`src/rtl/ptp_clock_pkg.sv`:
```
package ptp_clock_pkg;
  parameter int SEC_W = 32;
  parameter int SUB_W = 31;
  localparam int TOT_W = SEC_W + SUB_W;

  typedef struct packed {
    logic [SEC_W-1:0] sec;
    logic [SUB_W-1:0] sub;
  } ptp_time_t;

  typedef enum logic [1:0] {
    OP_HOLD = 2'd0,
    OP_STEP = 2'd1,
    OP_LOAD = 2'd2,
    OP_ADJ  = 2'd3
  } ptp_op_e;

  // Add a seconds/subseconds pair, carrying out of the subsecond fraction.
  function automatic ptp_time_t time_add(ptp_time_t t, logic [SUB_W-1:0] d_sub,
                                         logic [SEC_W-1:0] d_sec);
    ptp_time_t r;
    logic [SUB_W:0] s;
    s     = {1'b0, t.sub} + {1'b0, d_sub};
    r.sub = s[SUB_W-1:0];
    r.sec = t.sec + d_sec + SEC_W'(s[SUB_W]);
    return r;
  endfunction

  // Subtract a seconds/subseconds pair; a negative fraction borrows a second.
  function automatic ptp_time_t time_sub(ptp_time_t t, logic [SUB_W-1:0] d_sub,
                                         logic [SEC_W-1:0] d_sec);
    ptp_time_t r;
    logic [SUB_W:0] s;
    s     = {1'b0, t.sub} - {1'b0, d_sub};
    r.sub = s[SUB_W-1:0];
    r.sec = t.sec - d_sec - SEC_W'(s[SUB_W]);
    return r;
  endfunction
endpackage

```
`src/rtl/ptp_rate_gen.sv`:
```
module ptp_rate_gen #(
  parameter int ACC_W = 32
) (
  input  logic             clk,
  input  logic             rst_n,
  input  logic             fine_i,
  input  logic [ACC_W-1:0] addend_i,
  output logic             tick_o
);
  logic [ACC_W-1:0] acc_q;
  logic [ACC_W:0]   sum_w;

  assign sum_w  = {1'b0, acc_q} + {1'b0, addend_i};
  assign tick_o = fine_i ? sum_w[ACC_W] : 1'b1;

  always_ff @(posedge clk or negedge rst_n) begin
    if (!rst_n)      acc_q <= '0;
    else if (fine_i) acc_q <= sum_w[ACC_W-1:0];
  end
endmodule

```
`src/rtl/ptp_time_next.sv`:
```
module ptp_time_next
  import ptp_clock_pkg::*;
#(
  parameter int INC_W = 8
) (
  input  ptp_time_t        cur_i,
  input  logic             tick_i,
  input  logic             init_i,
  input  logic             adjust_i,
  input  logic [SEC_W-1:0] upd_sec_i,
  input  logic [SUB_W:0]   upd_word_i,
  input  logic [INC_W-1:0] incr_i,
  output ptp_time_t        nxt_o,
  output ptp_op_e          op_o
);
  logic             neg_w;
  logic [SUB_W-1:0] mag_w;

  assign neg_w = upd_word_i[SUB_W];
  assign mag_w = upd_word_i[SUB_W-1:0];

  always_comb begin
    op_o  = OP_HOLD;
    nxt_o = cur_i;
    if (init_i) begin
      op_o      = OP_LOAD;
      nxt_o.sec = upd_sec_i;
      nxt_o.sub = mag_w;
    end else if (adjust_i) begin
      op_o  = OP_ADJ;
      nxt_o = neg_w ? time_sub(cur_i, mag_w, upd_sec_i)
                    : time_add(cur_i, mag_w, upd_sec_i);
    end else if (tick_i) begin
      op_o  = OP_STEP;
      nxt_o = time_add(cur_i, SUB_W'(incr_i), '0);
    end
  end
endmodule

```
`src/rtl/ptp_clock_core.sv`:
```
module ptp_clock_core
  import ptp_clock_pkg::*;
#(
  parameter int ACC_W = 32,
  parameter int INC_W = 8
) (
  input  logic             clk,
  input  logic             rst_n,
  input  logic             fine_mode_i,
  input  logic [ACC_W-1:0] addend_i,
  input  logic [INC_W-1:0] incr_i,
  input  logic [SEC_W-1:0] upd_sec_i,
  input  logic [SUB_W:0]   upd_word_i,
  input  logic             init_i,
  input  logic             adjust_i,
  output logic [SEC_W-1:0] sec_o,
  output logic [SUB_W-1:0] sub_o,
  output logic             init_done_o,
  output logic             adjust_done_o
);
  ptp_time_t time_q, time_nxt;
  ptp_op_e   op_w;
  logic      tick_w;

  ptp_rate_gen #(.ACC_W(ACC_W)) u_rate (
    .clk      (clk),
    .rst_n    (rst_n),
    .fine_i   (fine_mode_i),
    .addend_i (addend_i),
    .tick_o   (tick_w)
  );

  ptp_time_next #(.INC_W(INC_W)) u_next (
    .cur_i      (time_q),
    .tick_i     (tick_w),
    .init_i     (init_i),
    .adjust_i   (adjust_i),
    .upd_sec_i  (upd_sec_i),
    .upd_word_i (upd_word_i),
    .incr_i     (incr_i),
    .nxt_o      (time_nxt),
    .op_o       (op_w)
  );

  always_ff @(posedge clk or negedge rst_n) begin
    if (!rst_n) begin
      time_q        <= '0;
      init_done_o   <= 1'b0;
      adjust_done_o <= 1'b0;
    end else begin
      time_q        <= time_nxt;
      init_done_o   <= (op_w == OP_LOAD);
      adjust_done_o <= (op_w == OP_ADJ);
    end
  end

  assign sec_o = time_q.sec;
  assign sub_o = time_q.sub;
endmodule

```
`config.mk`:
```
export PLATFORM = sky130hd
export DESIGN_NAME = ptp_clock_core
export DESIGN_NICKNAME = d
export VERILOG_FILES = /design/src/rtl/ptp_clock_pkg.sv /design/src/rtl/ptp_rate_gen.sv /design/src/rtl/ptp_time_next.sv /design/src/rtl/ptp_clock_core.sv
export SDC_FILE = /design/constraint.sdc
export NUM_CORES = 1
export LEC_CHECK = 0
export BUFFER_PORTS_ARGS = -buffer_cell sky130_fd_sc_hd__clkbuf_2
export CELL_PAD_IN_SITES_DETAIL_PLACEMENT = 0
export CELL_PAD_IN_SITES_GLOBAL_PLACEMENT = 1
export CORE_MARGIN = 2
export CORE_UTILIZATION = 40
export DETAILED_ROUTE_END_ITERATION = 8
export HOLD_SLACK_MARGIN = 0.06
export PLACE_DENSITY = 0.85
export SYNTH_ARGS = -nofsm -noshare
export SYNTH_HDL_FRONTEND = slang
export SYNTH_SLANG_ARGS = --single-unit
export TNS_END_PERCENT = 50
```
`constraint.sdc`:
```
create_clock -name clk -period 5.1 [get_ports clk]
set_input_delay 1.02 -clock clk [delete_from_list [all_inputs] [get_ports clk]]
set_output_delay 1.02 -clock clk [all_outputs]
set_load 0.005 [all_outputs]
```
==> load_flow_metrics.sql <==
INSERT INTO impl_metrics (metric_group, metric, value, unit) VALUES
('timing', 'portion_of_the_clock_cycle_consumed_by_the_worst_path_in_the_final_layout', '109', '%'),
('worst_setup_path', 'critPathMaxFanout', '4', ''),
('yosys', 'synth.yosys.warnings', '0', ''),
('timing', 'setup_tns', '-3810', 'ps'),
('power_and_ir_drop', 'vdd_ir_drop_max', '223', 'uV'),
('status', 'outcome', 'finished with violations', ''),
('job', 'drv_cap', '0', ''),
('timing', 'grt_setup_unrepaired', 'yes', ''),
('clock_tree', 'tritoncts_clock_tree', 'yes', ''),
('floorplanning', 'total_die_area', '39100', 'sq um'),
('hold_path', 'timing.hold.worst.class', 'flop to flop', ''),
('clock_tree', 'tritoncts_sink_count', '97', ''),
('final_layout', 'fin_util', '52.0', '%'),
('yosys', 'synth_largest_type_area_fraction', '16.2', '%'),
('drt', 'ant_nets', '0', ''),
('worst_setup_path', 'timing.critical_path.arrival', '5840', 'ps'),
('status', 'violations', 'setup timing', ''),
('yosys', 'seq_area_frac_synth', '16.2', '%'),
('power_and_ir_drop', 'total_power', '9.57', 'mW'),
('clock_tree', 'tritoncts.num_buffers', '9', ''),
('clock_tree', 'clk_path_buf_depth', '2', ''),
('floorplanning', 'start_util', '40.8', '%'),
('yosys', 'asr_flop_ratio_synth', '100', '%'),
('timing', 'setup_violations', '19', ''),
('placed_design', 'place_area', '18200', 'sq um'),
('timing', 'final.setup.worst_slack', '-443', 'ps'),
('worst_setup_path', 'critPathLaunchType', 'input pin', ''),
('clock_tree', 'cts.hold.buffers_added', '0', ''),
('power_and_ir_drop', 'p_int', '4.88', 'mW'),
('drt', 'routedWlPerCell', '19.3', 'um'),
('global_routing', 'grt_usage', '27.4', '%'),
('yosys', 'netlist.top_cell.by_area', 'dfrtp_1', ''),
('drt', 'detail_route.wirelength', '54.7', 'mm'),
('global_routing', 'grt_antenna_before_repair', '1', ''),
('hold_path', 'min_delay_worst_endpoint', 'u_rate.acc_q[27]', ''),
('power_and_ir_drop', 'pwr_density_cell', '500', 'nW/um^2'),
('timing', 'hold_ws', '515', 'ps'),
('final_layout', 'layout.nets', '2672', ''),
('clock_tree', 'htreeDepth', '3', ''),
('drt', 'detail_route.iter0.violations', '1239', ''),
('power_and_ir_drop', 'p_seq_share', '14.6', '%'),
('drt', 'drt_pass_1_iters', '5', ''),
('yosys', 'synth_cell_types', '92', ''),
('yosys', 'synth_top_flop_cell', 'dfrtp_1', ''),
('clock_tree', 'clk_pin_slew', '90', 'ps'),
('yosys', 'synth-edff-count', '0', ''),
('global_routing', 'grt_overflow_total', '0', ''),
('drt', 'detail_route.vias_per_cell', '5.84', ''),
('placed_design', 'placed_cells_incl_taps', '2798', ''),
('hold_path', 'worst_hold_path.num_cells', '1', ''),
('floorplanning', 'core', '36800', 'sq um'),
('floorplanning', 'io_pins', '174', ''),
('timing', 'final.min_clock_period', '5540', 'ps'),
('floorplanning', 'fp.dieW', '198', 'um'),
('timing', 'finalHoldViolations', '0', ''),
('timing', 'relSlewSlack', '34.6', '%'),
('placed_design', 'weighted_congestion_at_the_end_of_routability_driven_global_placement', '0.928', ''),
('timing', 'final_max_slew_viol_count', '0', ''),
('final_layout', 'finish.instance_area', '19100', 'sq um'),
('placed_design', 'buffer_ports.inserted', '173', ''),
('power_and_ir_drop', 'share_clk_of_total_power', '7.9', '%'),
('worst_setup_path', 'cp.required', '5390', 'ps'),
('worst_setup_path', 'reg2reg_depth', '29', ''),
('worst_setup_path', 'worst-setup-path-type', 'input pin to flop', ''),
('clock_tree', 'root_buffer_cell', 'clkbuf_16', ''),
('global_routing', 'first_pass_grt_wire_length', '85.6', 'mm'),
('power_and_ir_drop', 'switching_power', '4.69', 'mW'),
('yosys', 'syn_inst', '2008', ''),
('drt', 'detailroute.via_count', '16550', ''),
('placed_design', 'post_placement_setup_slack', '-1100', 'ps'),
('floorplanning', 'fp.dieH', '198', 'um');
[layout by cell type (no fill, tap or decap), types with 14 or more instances in the layout]
cell type	n
nor3_1	36
o21a_1	17
dfrtp_1	97
inv_1	176
a211oi_1	23
or3_1	15
mux2_2	28
nor4_1	16
mux2i_1	16
ha_1	179
o211ai_1	22
o31ai_1	18
nand4_1	31
nand3_1	40
o21bai_1	22
xnor2_1	115
nor2_1	154
clkbuf_2	165
and3_1	22
buf_4	248
a31oi_1	29
nand2_1	138
ha_4	14
a21oi_1	183
o21ai_0	128
a21o_1	47
xor2_1	20
nor2b_1	29
o22ai_1	18
[worst max-delay path by stage]
stage	end	start
floorplan	sec_o[28]	upd_word_i[6]
global placement	sec_o[28]	upd_word_i[4]
detailed placement	sec_o[28]	upd_word_i[4]
CTS	sec_o[28]	upd_word_i[1]
global route	sec_o[28]	upd_word_i[6]
finish	sec_o[28]	upd_word_i[21]
[power groups by stage]
stage          Clock [mW]  Combinational [mW]  Sequential (mW)
2_1_floorplan           0                4.76             1.39
5_1_grt             0.794                8.16             1.44
3_5_place_dp            0                6.88             1.40
4_1_cts             0.767                7.07             1.39
6_report            0.753                7.43             1.39
3_3_place_gp            0                6.78             1.38
[final cells by class]
type,instances,area (sq um)
antenna,1,2.50
clock buffer,10,229
clock inverter,5,57.6
fill,3637,17700
inverter,192,751
multi-input combinational,1639,12300
sequential,97,2430
tap,468,586
timing repair buffer,422,2800
[state kept, by name, summed over array words and instances, names as in the netlist]
register	count
sub_o	31
u_rate.acc_q	32
adjust_done_o	1
init_done_o	1
sec_o	32
[critical path, stage by stage]
cell,delay [ps]
clkbuf_2,110
inv_1,40
ha_1,340
and3_1,220
a221oi_2,350
nand3b_1,190
o21ai_2,220
o21ai_2,70
nand3_1,90
nand2_2,70
fa_2,610
inv_2,50
ha_4,160
nor2_4,110
fa_2,220
a21boi_2,70
o221a_4,270
a21oi_4,190
o31ai_4,110
o31ai_4,230
o21ai_2,120
buf_4,150
a211oi_4,240
mux2i_1,230
o22ai_1,110
o31ai_1,260
[layer usage]
metal / vias to the layer above / global-route usage (%) / wire length [um]
met1: 7908 / 36.5 / 24400
met2: 542 / 46.2 / 25500
met4: 0 / 7.88 / 1430
met3: 86 / 3.93 / 3460
li1: 8014 / - / -
met5: - / 0 / 0
[logic make-up after synthesis]
family | share of synthesized area [%]
mux | 3.17
compound gates | 29.8
flops | 16.2
fa+ha+maj | 17.2
xor+xnor | 7.93
simple gates | 18.8
buf+inv | 6.90
[repair_timing]
item,4_1_cts,5_1_grt
gates resized for setup,39,65
endpoints found under the setup margin,27,27
buffers inserted,9,12
pin swaps,32,52
endpoints found under the hold margin,0,0
(Power assumes the default switching activity.)
